`src/rtl/hz_pkg.sv`:
```
package hz_pkg;
  parameter int REG_AW = 5;

  typedef enum logic [1:0] {
    FWD_RF  = 2'd0,
    FWD_MEM = 2'd1,
    FWD_WB  = 2'd2
  } fwd_sel_e;

  typedef struct packed {
    logic              wen;
    logic              load;
    logic [REG_AW-1:0] rd;
  } dst_t;
endpackage

```
`src/rtl/hz_stage_track.sv`:
```
module hz_stage_track
  import hz_pkg::*;
(
  input  logic              clk,
  input  logic              rst,
  input  logic              bubble,
  input  logic              id_valid,
  input  logic              id_wen,
  input  logic              id_load,
  input  logic [REG_AW-1:0] id_rd,
  output dst_t              ex_dst,
  output dst_t              mem_dst,
  output dst_t              wb_dst
);
  dst_t id_dst;

  always_comb begin
    id_dst.wen  = id_valid && id_wen && !bubble;
    id_dst.load = id_valid && id_load && id_wen && !bubble;
    id_dst.rd   = id_rd;
  end

  always_ff @(posedge clk) begin
    if (rst) begin
      ex_dst  <= '0;
      mem_dst <= '0;
      wb_dst  <= '0;
    end else begin
      ex_dst  <= id_dst;
      mem_dst <= ex_dst;
      wb_dst  <= mem_dst;
    end
  end

  // a bubble never reaches execute as a register writer
  a_r8_bubble_no_write: assert property (@(posedge clk) disable iff (rst)
    bubble |=> !ex_dst.wen);
endmodule

```
`src/rtl/hz_fwd_unit.sv`:
```
module hz_fwd_unit
  import hz_pkg::*;
(
  input  logic              clk,
  input  logic              rst,
  input  logic              take,
  input  logic              src_used,
  input  logic [REG_AW-1:0] src,
  input  dst_t              ex_dst,
  input  dst_t              mem_dst,
  output logic [1:0]        sel
);
  fwd_sel_e nxt;

  always_comb begin
    nxt = FWD_RF;
    if (take && src_used && src != '0) begin
      if (ex_dst.wen && ex_dst.rd == src)
        nxt = FWD_MEM;
      else if (mem_dst.wen && mem_dst.rd == src)
        nxt = FWD_WB;
    end
  end

  always_ff @(posedge clk) begin
    if (rst) sel <= 2'(FWD_RF);
    else     sel <= 2'(nxt);
  end

  // no forwarding is registered for a bubble or an idle slot
  a_r8_idle_sel_rf: assert property (@(posedge clk) disable iff (rst)
    !take |=> sel == 2'(FWD_RF));
  // select stays within the three defined codes
  a_r1_sel_code_legal: assert property (@(posedge clk) disable iff (rst)
    sel != 2'd3);
endmodule

```
`src/rtl/hz_branch.sv`:
```
module hz_branch
  import hz_pkg::*;
#(
  parameter int XLEN  = 32,
  parameter int IMM_W = 16
) (
  input  logic              id_is_branch,
  input  logic              if_zero,
  input  logic [XLEN-1:0]   id_pc,
  input  logic [IMM_W-1:0]  imm,
  input  logic [REG_AW-1:0] src,
  input  logic [XLEN-1:0]   rf_data,
  input  logic [XLEN-1:0]   mem_alu_data,
  input  logic [XLEN-1:0]   wb_data,
  input  dst_t              mem_dst,
  input  dst_t              wb_dst,
  output logic              cond_met,
  output logic [XLEN-1:0]   target
);
  localparam int EXT_W = XLEN - IMM_W - 2;

  logic [XLEN-1:0] opnd;
  logic [XLEN-1:0] offs;

  always_comb begin
    if (src != '0 && mem_dst.wen && !mem_dst.load && mem_dst.rd == src)
      opnd = mem_alu_data;
    else if (src != '0 && wb_dst.wen && wb_dst.rd == src)
      opnd = wb_data;
    else
      opnd = rf_data;
  end

  assign offs     = {{EXT_W{imm[IMM_W-1]}}, imm, 2'b00};
  assign target   = id_pc + XLEN'(4) + offs;
  assign cond_met = id_is_branch && (if_zero ? (opnd == '0) : (opnd != '0));

  // register zero is never taken from a bypass path
  always_comb begin
    if (src == '0)
      a_r5_zero_from_rf: assert (opnd == rf_data);
  end
endmodule

```
`src/rtl/hz_ctrl.sv`:
```
module hz_ctrl
  import hz_pkg::*;
#(
  parameter int          XLEN     = 32,
  parameter logic [31:0] PC_RESET = 32'h0000_0000
) (
  input  logic        clk,
  input  logic        rst,
  input  logic        id_valid,
  input  logic [31:0] id_insn,
  input  logic [31:0] id_pc,
  input  logic        id_use_a,
  input  logic        id_use_b,
  input  logic        id_wr_en,
  input  logic [4:0]  id_wr_reg,
  input  logic        id_is_load,
  input  logic        id_is_branch,
  input  logic        id_br_if_zero,
  input  logic [31:0] rf_a_data,
  input  logic [31:0] mem_alu_data,
  input  logic [31:0] wb_data,
  output logic [31:0] fetch_pc,
  output logic        hold_fd,
  output logic        ex_bubble,
  output logic [1:0]  ex_fwd_a,
  output logic [1:0]  ex_fwd_b,
  output logic        br_taken
);
  localparam int SRC_A_LSB = 21;
  localparam int SRC_B_LSB = 16;
  localparam int IMM_W     = 16;
  localparam int NSRC      = 2;

  dst_t ex_dst, mem_dst, wb_dst;
  logic [REG_AW-1:0] src [NSRC];
  logic [NSRC-1:0]   used;
  logic [1:0]        sel [NSRC];
  logic [NSRC-1:0]   load_hit;
  logic              br_ex_hit, br_load_hit;
  logic              cond_met;
  logic [XLEN-1:0]   br_target;

  assign src[0]  = id_insn[SRC_A_LSB +: REG_AW];
  assign src[1]  = id_insn[SRC_B_LSB +: REG_AW];
  assign used[0] = id_use_a;
  assign used[1] = id_use_b;

  // load-use interlock per source
  for (genvar g = 0; g < NSRC; g++) begin : g_load_hit
    assign load_hit[g] = used[g] && src[g] != '0 &&
                         ex_dst.load && ex_dst.rd == src[g];
  end

  // branch interlocks: any producer in execute, or a load in memory
  assign br_ex_hit   = id_is_branch && src[0] != '0 &&
                       ex_dst.wen && ex_dst.rd == src[0];
  assign br_load_hit = id_is_branch && src[0] != '0 &&
                       mem_dst.load && mem_dst.rd == src[0];

  assign hold_fd   = id_valid && (|load_hit || br_ex_hit || br_load_hit);
  assign ex_bubble = hold_fd;

  hz_stage_track u_track (
    .clk      (clk),
    .rst      (rst),
    .bubble   (ex_bubble),
    .id_valid (id_valid),
    .id_wen   (id_wr_en),
    .id_load  (id_is_load),
    .id_rd    (id_wr_reg),
    .ex_dst   (ex_dst),
    .mem_dst  (mem_dst),
    .wb_dst   (wb_dst)
  );

  for (genvar g = 0; g < NSRC; g++) begin : g_fwd
    hz_fwd_unit u_fwd (
      .clk      (clk),
      .rst      (rst),
      .take     (id_valid && !hold_fd),
      .src_used (used[g]),
      .src      (src[g]),
      .ex_dst   (ex_dst),
      .mem_dst  (mem_dst),
      .sel      (sel[g])
    );
  end

  assign ex_fwd_a = sel[0];
  assign ex_fwd_b = sel[1];

  hz_branch #(.XLEN(XLEN), .IMM_W(IMM_W)) u_branch (
    .id_is_branch (id_valid && id_is_branch),
    .if_zero      (id_br_if_zero),
    .id_pc        (id_pc),
    .imm          (id_insn[IMM_W-1:0]),
    .src          (src[0]),
    .rf_data      (rf_a_data),
    .mem_alu_data (mem_alu_data),
    .wb_data      (wb_data),
    .mem_dst      (mem_dst),
    .wb_dst       (wb_dst),
    .cond_met     (cond_met),
    .target       (br_target)
  );

  assign br_taken = cond_met && !hold_fd;

  always_ff @(posedge clk) begin
    if (rst)            fetch_pc <= PC_RESET;
    else if (hold_fd)   fetch_pc <= fetch_pc;
    else if (br_taken)  fetch_pc <= br_target;
    else                fetch_pc <= fetch_pc + 32'd4;
  end

  // fetch PC frozen across a hold
  a_r8_hold_keeps_pc: assert property (@(posedge clk) disable iff (rst)
    hold_fd |=> $stable(fetch_pc));
  // taken branch redirects the fetch after the delay slot
  a_r9_taken_redirect: assert property (@(posedge clk) disable iff (rst)
    br_taken |=> fetch_pc == $past(br_target));
  // an unheld, untaken cycle steps the PC by one word
  a_r12_seq_step: assert property (@(posedge clk) disable iff (rst)
    (!hold_fd && !br_taken) |=> fetch_pc == $past(fetch_pc) + 32'd4);
  // a load-use stall lasts a single cycle when no branch is involved
  a_r6_single_stall: assert property (@(posedge clk) disable iff (rst)
    (hold_fd && !id_is_branch && $past(!hold_fd)) |=> !(hold_fd && $stable(id_insn) && !id_is_branch));
endmodule

```
`config.mk`:
```
export PLATFORM = sky130hd
export DESIGN_NAME = hz_ctrl
export DESIGN_NICKNAME = d
export VERILOG_FILES = /design/src/rtl/hz_pkg.sv /design/src/rtl/hz_stage_track.sv /design/src/rtl/hz_fwd_unit.sv /design/src/rtl/hz_branch.sv /design/src/rtl/hz_ctrl.sv
export SDC_FILE = /design/constraint.sdc
export NUM_CORES = 1
export LEC_CHECK = 0
export ABC_AREA = 1
export ABC_CLOCK_PERIOD_IN_PS = 6100
export CORE_MARGIN = 2
export CORE_UTILIZATION = 40
export CTS_CLUSTER_DIAMETER = 80
export DETAILED_ROUTE_END_ITERATION = 16
export PLACE_DENSITY = 0.82
export SYNTH_ARGS = -nofsm -noshare
export SYNTH_HDL_FRONTEND = slang
export SYNTH_SLANG_ARGS = --single-unit
```
`constraint.sdc`:
```
create_clock -name clk -period 6.1 [get_ports clk]
set_clock_uncertainty 0.05 [all_clocks]
set_input_delay 0.61 -clock clk [delete_from_list [all_inputs] [get_ports clk]]
set_output_delay 0.61 -clock clk [all_outputs]
set_load 0.1 [all_outputs]
```
==> run_results.csv, run 1 <==
group,metric,value,unit
run_status,status,"finished, final reports clean",
cts,cts.path.max_buffers,2,
sta,slew_viol_final,0,
die,row_count,44,
critical_path,regToRegStartpoint,"u_track.mem_dst[0]$_SDFF_PP0_",
routing,firstDrtPassIters,5,
cts,path_clk_slew,80,ps
yosys,synth-adder-area-share,12.7,%
routing,routedWlPerCell,12.8,um
critical_path,r2r_end,"fetch_pc[21]$_SDFFE_PP0N_",
grt,grt_usage,22.3,%
worst_hold_path,hold_path.class,"flip-flop to flip-flop",
cts,tritoncts,"done",
yosys,synth_top_area_share,19.1,%
sta,rsz0062_at_grt,"no",
yosys,ys_seq_elements,56,
critical_path,critPathMaxFanout,37,
grt,grt_pass1_wl,29.5,mm
sta,fin_crit_sh,79.4,%
worst_hold_path,min_to,"u_track.mem_dst[5]$_SDFF_PP0_",
yosys,synth_edf_count,0,
cts,root_buffer,"clkbuf_16",
yosys,ys_types,42,
cts,clock_latency,300,ps
sta,min_period,4840,ps
die,die_area,0.0157,mm2
die,die_h,125,um
routing,routed_wl,17.6,mm
sta,timing.fmax,206,MHz
sta,setup_ws,1260,ps
yosys,ys_seq_area_share,19.1,%
cts,cts_hold_buf,0,
critical_path,required,5440,ps
cts,cts_setup_buffers,0,
power,ir_drop,0.000107,V
place,gp_congestion,0.885,
cts,clkSinkCount,56,
yosys,yosysTopAreaCell,"dfxtp_1",
yosys,synthFlopType,"dfxtp_1",
yosys,yosysMostFrequentCell,"nand2_1",
finish,antenna-diode-count,0,
yosys,synthXorXnorAreaFrac,8.35,%
power,p_switching,525,uW
sta,slew_headroom,30.3,%
place,portBuffers,206,
cts,cts_buffers,5,
yosys,synthArstFlopShare,0,%
finish,layout-drive-gt1-share,2.02,%
die,die-width,125,um
worst_hold_path,min_from,"u_track.ex_dst[5]$_SDFF_PP0_",
sta,setup_viol,0,
place,hpwl,14.8,mm
yosys,syn-cell-area,0.00588,mm2
die,initial_core_util,40.7,%
power,pwr-share-clk,23.3,%
sta,final-hold-violation-count,0,
routing,antenna_left,0,
worst_hold_path,hold_depth,2,
power,p_sw_share,40.0,%
place,dp_slack,1260,ps
power,power_frac_seq,31.2,%
yosys,synth_compound_area_share,9.56,%
cts,htree_num_levels,2,
critical_path,r2r_slack,3580,ps
sta,finalSetupTns,0,ps
finish,syn2layout_area_growth,40.1,%
grt,grt_pass1_vias,6410,
yosys,synthTopCellsByArea,"dfxtp_1, nand2_1, ha_1",
yosys,synth_mux_area_share,0,%
grt,grt_max_degree,58,
yosys,synthTopCellsByCount,"nand2_1, nor2_1, inv_1, nand3_1, ha_1",
yosys,syn_inst,993,
power,powerDensity,159,mW/mm2
power,p_leak,4.03,nW
routing,first_iter_violations,376,
routing,drc,0,
grt,antenna_found_initial,0,
yosys,ys_warn_count,0,
critical_path,cp.arrival,4180,ps
critical_path,endpoint_kind,"primary output",
finish,nets,1422,
grt,grt.overflow.total,0,
power,p_int,786,uW
power,comb_power_share,45.5,%
yosys,synthSimpleGateAreaFrac,39.0,%
critical_path,crit_type,"input port to primary output",
die,core,0.0144,mm2
die,io_pins,213,
routing,via_per_inst,4.94,
critical_path,start_kind,"input port",
flow_run,maxCapViolations,0,
yosys,postSynthAreaPerCell,5.92,um2
critical_path,r2r_cells,16,
yosys,synth_top_family_by_area,"simple AND/OR/NAND/NOR gates",
yosys,synth_nets,1226,
sta,worst_pin_slew,1040,ps
cts,ctsResizeCount,0,
routing,vias,6786,
-- flip-flops by register name (all words and copies together) (netlist names) --
register	cells
u_track.mem_dst	7
u_track.ex_dst	7
fetch_pc	32
u_track.wb_dst	6
g_fwd.u_fwd.sel	4
-- kinds of logic after synthesis --
logic type,Yosys count
simple gates,550
buf+inv,169
compound gates,103
fa+ha+maj,59
xor+xnor,56
flops,56
-- metal layers --
layer | share of wire (%) | track usage (%) | vias to the layer above
met3 | 6.5 | 3.55 | 17
met2 | 50 | 41.7 | 217
li1 | - | - | 3538
met1 | 42 | 27.0 | 3014
met5 | 0 | 0 | -
met4 | 1.2 | 4.12 | 0
-- worst max-delay path: stages --
cell and delay (ps):
clkdlybuf4s50_1 580, inv_2 150, nand4_2 190, nand3_1 110
nor2_1 50, nor2_1 130, nand3_1 160, nor2_4 190
nand3_4 380, inv_4 400, clkdlybuf4s50_1 1210
-- cell type report --
type,instances,area (um2)
inverters,150,566
clock buffers,5,125
multi-input cells,768,4090
well taps,184,230
flip-flops and latches,56,1120
repair buffers,208,2070
clock inverters,3,27.5
fillers,1408,6190
-- cells in the final DEF, fill, tap and decap left out, drive strengths merged, types with 2 or more instances in the layout --
cell type,count
a21boi,3
a21o,3
a21oi,38
a31oi,3
buf,4
clkbuf,5
clkdlybuf4s50,204
clkinv,2
dfxtp,56
ha,58
inv,150
nand2,290
nand3,64
nand4,20
nor2,145
nor3,16
nor4,11
o211ai,3
o21a,3
o21ai,45
o21bai,3
xnor2,19
xor2,37
-- power by group through the flow --
stage | registers, mW | logic (mW) | clock network, mW
after global routing | 0.411 | 0.659 | 0.329
after global placement | 0.416 | 0.588 | 0
after CTS | 0.408 | 0.597 | 0.311
after floorplan | 0.508 | 0.283 | 0
after detailed placement | 0.417 | 0.594 | 0
final | 0.409 | 0.597 | 0.305
-- per-stage QoR --
stage	total power, mW	instance area [um2]	hold WS [ps]	instances	util, %
3_3_place_gp	1.00	8080	396	1366	56.0
6_report	1.31	8230	408	1374	57.1
2_1_floorplan	0.791	5880	367	993	-
4_1_cts	1.32	8230	414	1374	57.1
3_5_place_dp	1.01	8080	407	1366	56.0
5_1_grt	1.40	8230	425	1374	57.1
-- worst max-delay path by stage --
stage,from,to,slack (ps),depth (start not counted)
global route,id_insn[21],br_taken,930,14
finish,id_insn[25],br_taken,1260,11
floorplan,id_insn[25],hold_fd,2860,10
CTS,id_insn[22],br_taken,1250,11
global placement,id_insn[22],br_taken,1280,11
detailed placement,id_insn[22],br_taken,1260,11
No activity file was read; power rests on OpenSTA's default activity.
==> run 2: changes to the inputs <==
ABC_CLOCK_PERIOD_IN_PS = 4110   (was 6100)
PLACE_DENSITY = 0.85   (was 0.82)
clock period = 4.11 ns   (was 6.1 ns; I/O delays follow)
==> run 2 against run 1 <==
  * Sequential share of layout area shrank 0.095 points
  * Global-route usage is 0.57 points higher
  * Register-to-register slack worse by 1900 ps
  * Clock power up 50%
  * Critical path depth increased by 3
  * Die area unchanged
  * Cell count grew 0.29%
  * First-iteration DRC count increased by 30%
  * Via count barely moved
  * Non-clock buffer count is 3 higher
  * Utilization is 0.40 points higher
  * Total power grew 49%
  * Critical endpoint is now fetch_pc[24]$_SDFFE_PP0N_
  * Largest cell class unchanged
  * Highest routed layer unchanged
==> run_results.csv, run 2 (synthesis gave the netlist of run 1 again) <==
group,metric,value,unit
critical_path,crit_chain,"clkdlybuf4s50_1 > ha_1 > ha_1 > nand2_1 > nor2_1 > inv_1 > nor2_1 > nand4_1 > nand3_1 > xor2_1 > nand2_1 > nand3_1 > nand2_1 > inv_1",
power,powerDensity,236,mW/mm2
grt,antenna_found_initial,1,
place,place_area,0.00814,mm2
cts,cts_buffers,5,
power,ir_drop,0.000171,V
cts,ctsResizeCount,0,
sta,slew_viol_final,0,
power,p_leak,4.05,nW
finish,seq_area,0.00112,mm2
routing,antenna_left,0,
cts,tritoncts,"done",
finish,top_regs,"fetch_pc (32), u_track.ex_dst (7), u_track.mem_dst (7)",
critical_path,crit_type,"input port to flip-flop",
die,die-width,125,um
die,io_pins,213,
flow_run,maxCapViolations,0,
die,row_count,44,
cts,htree_num_levels,2,
routing,via_per_inst,4.92,
die,die_area,0.0157,mm2
critical_path,path_buf_inv,3,
die,die_h,125,um
die,initial_core_util,40.7,%
sta,worst_pin_slew,1060,ps
sta,fin_crit_sh,76.3,%
finish,layout-drive-gt1-share,2.35,%
finish,stdcell_area,0.00829,mm2
routing,routedWlPerCell,13.0,um
cts,clkSinkCount,56,
finish,syn2layout_area_growth,41.1,%
sta,min_period,3130,ps
worst_hold_path,hold_path.class,"flip-flop to flip-flop",
critical_path,start_kind,"input port",
grt,grt_pass1_vias,6463,
grt,grt_usage,22.9,%
critical_path,endpoint_kind,"flip-flop",
sta,setup_viol,0,
finish,layout_commonest_cell,"nand2_1",
grt,grt.overflow.total,0,
finish,multi_input_area,0.00409,mm2
place,portBuffers,206,
place,numPlacedInstances,1369,
routing,routed_wl,18.0,mm
critical_path,cp.arrival,3340,ps
sta,final-hold-violation-count,0,
die,core,0.0144,mm2
cts,clock_latency,300,ps
routing,vias,6784,
finish,instances_no_fill,1378,
critical_path,cp_top_family,"buffers and inverters",
critical_path,required,4320,ps
cts,path_clk_slew,80,ps
sta,rsz0062_at_grt,"no",
critical_path,crit_top_cell,"nand2_1",
routing,first_iter_violations,490,
place,hpwl,15.1,mm
finish,layout_common_cells,"nand2_1, clkdlybuf4s50_1, nor2_1",
routing,drc,0,
critical_path,critPathMaxFanout,15,
grt,grt_max_degree,57,
place,gp_congestion,0.918,
sta,timing.fmax,319,MHz
cts,root_buffer,"clkbuf_16",
sta,slew_headroom,29.4,%
cts,cts.path.max_buffers,2,
cts,cts_hold_buf,0,
cts,cts_setup_buffers,0,
finish,largest_reg_flops,32,
finish,nets,1425,
finish,largest_register,"fetch_pc",
critical_path,cp_slowest_cell,"clkdlybuf4s50_1",
finish,fill_cells,1366,
finish,final_util,57.5,%
run_status,status,"finished, final reports clean",
critical_path,slowest_delay,850,ps
sta,finalSetupTns,0,ps
grt,grt_pass1_wl,30.1,mm
routing,firstDrtPassIters,5,
run 2: cell count changes in the layout (fill, tap and decap cells not counted):
cell | before | now
clkinv_4 | 1 | 0
inv_8 | 1 | 0
diode_2 | 0 | 1
buf_12 | 0 | 3
buf_4 | 4 | 5
clkdlybuf4s50_1 | 204 | 203
inv_6 | 0 | 2
run 2: per-stage QoR:
step	setup WS [ps]	power [mW]	hold WS, ps
2_1_floorplan	1270	1.17	367
3_3_place_gp	782	1.49	399
3_5_place_dp	722	1.50	398
4_1_cts	1030	1.96	410
5_1_grt	635	2.08	435
6_report	976	1.95	404
run 2: final cells by class:
type,count,share of cell area (%)
Multi-Input combinational cell,768,49.4
Clock buffer,5,1.51
Antenna cell,1,0.0302
Clock inverter,3,0.302
Sequential cell,56,13.5
Tap cell,184,2.78
Inverter,150,6.82
Timing Repair Buffer,211,25.7
run 2: routing by layer:
layer	vias up	wire length (um)	global-route usage (%)	part of all wire, %
met5	-	0	0	0
met3	23	1370	4.84	7.7
met1	2963	7460	27.4	42
met2	242	8770	41.1	49
met4	0	345	6.54	1.9
li1	3556	-	-	-
run 2: final timing paths:
check                                                  start                             to  slack, ps  cells past startpoint
worst min-delay path            u_track.ex_dst[5]$_SDFF_PP0_  u_track.mem_dst[5]$_SDFF_PP0_        400                      2
worst max-delay path                             id_insn[15]      fetch_pc[24]$_SDFFE_PP0N_        980                     14
worst min register to register  u_track.ex_dst[5]$_SDFF_PP0_  u_track.mem_dst[5]$_SDFF_PP0_        400                      2
worst max register to register      fetch_pc[2]$_SDFFE_PP0N_      fetch_pc[28]$_SDFFE_PP0N_       1730                     13
run 2: report_power, final:
group          total, mW  switching, mW  internal, mW  leakage (nW)
registers          0.606         0.0361         0.570         0.457
clock network      0.458          0.227         0.231        0.0708
logic              0.889          0.521         0.367          3.52
total               1.95          0.784          1.17          4.05
run 2: worst min-delay path: stages, from the launching register on:
cell and delay (ps):
dfxtp_1 340, inv_1 50, nor2_1 30
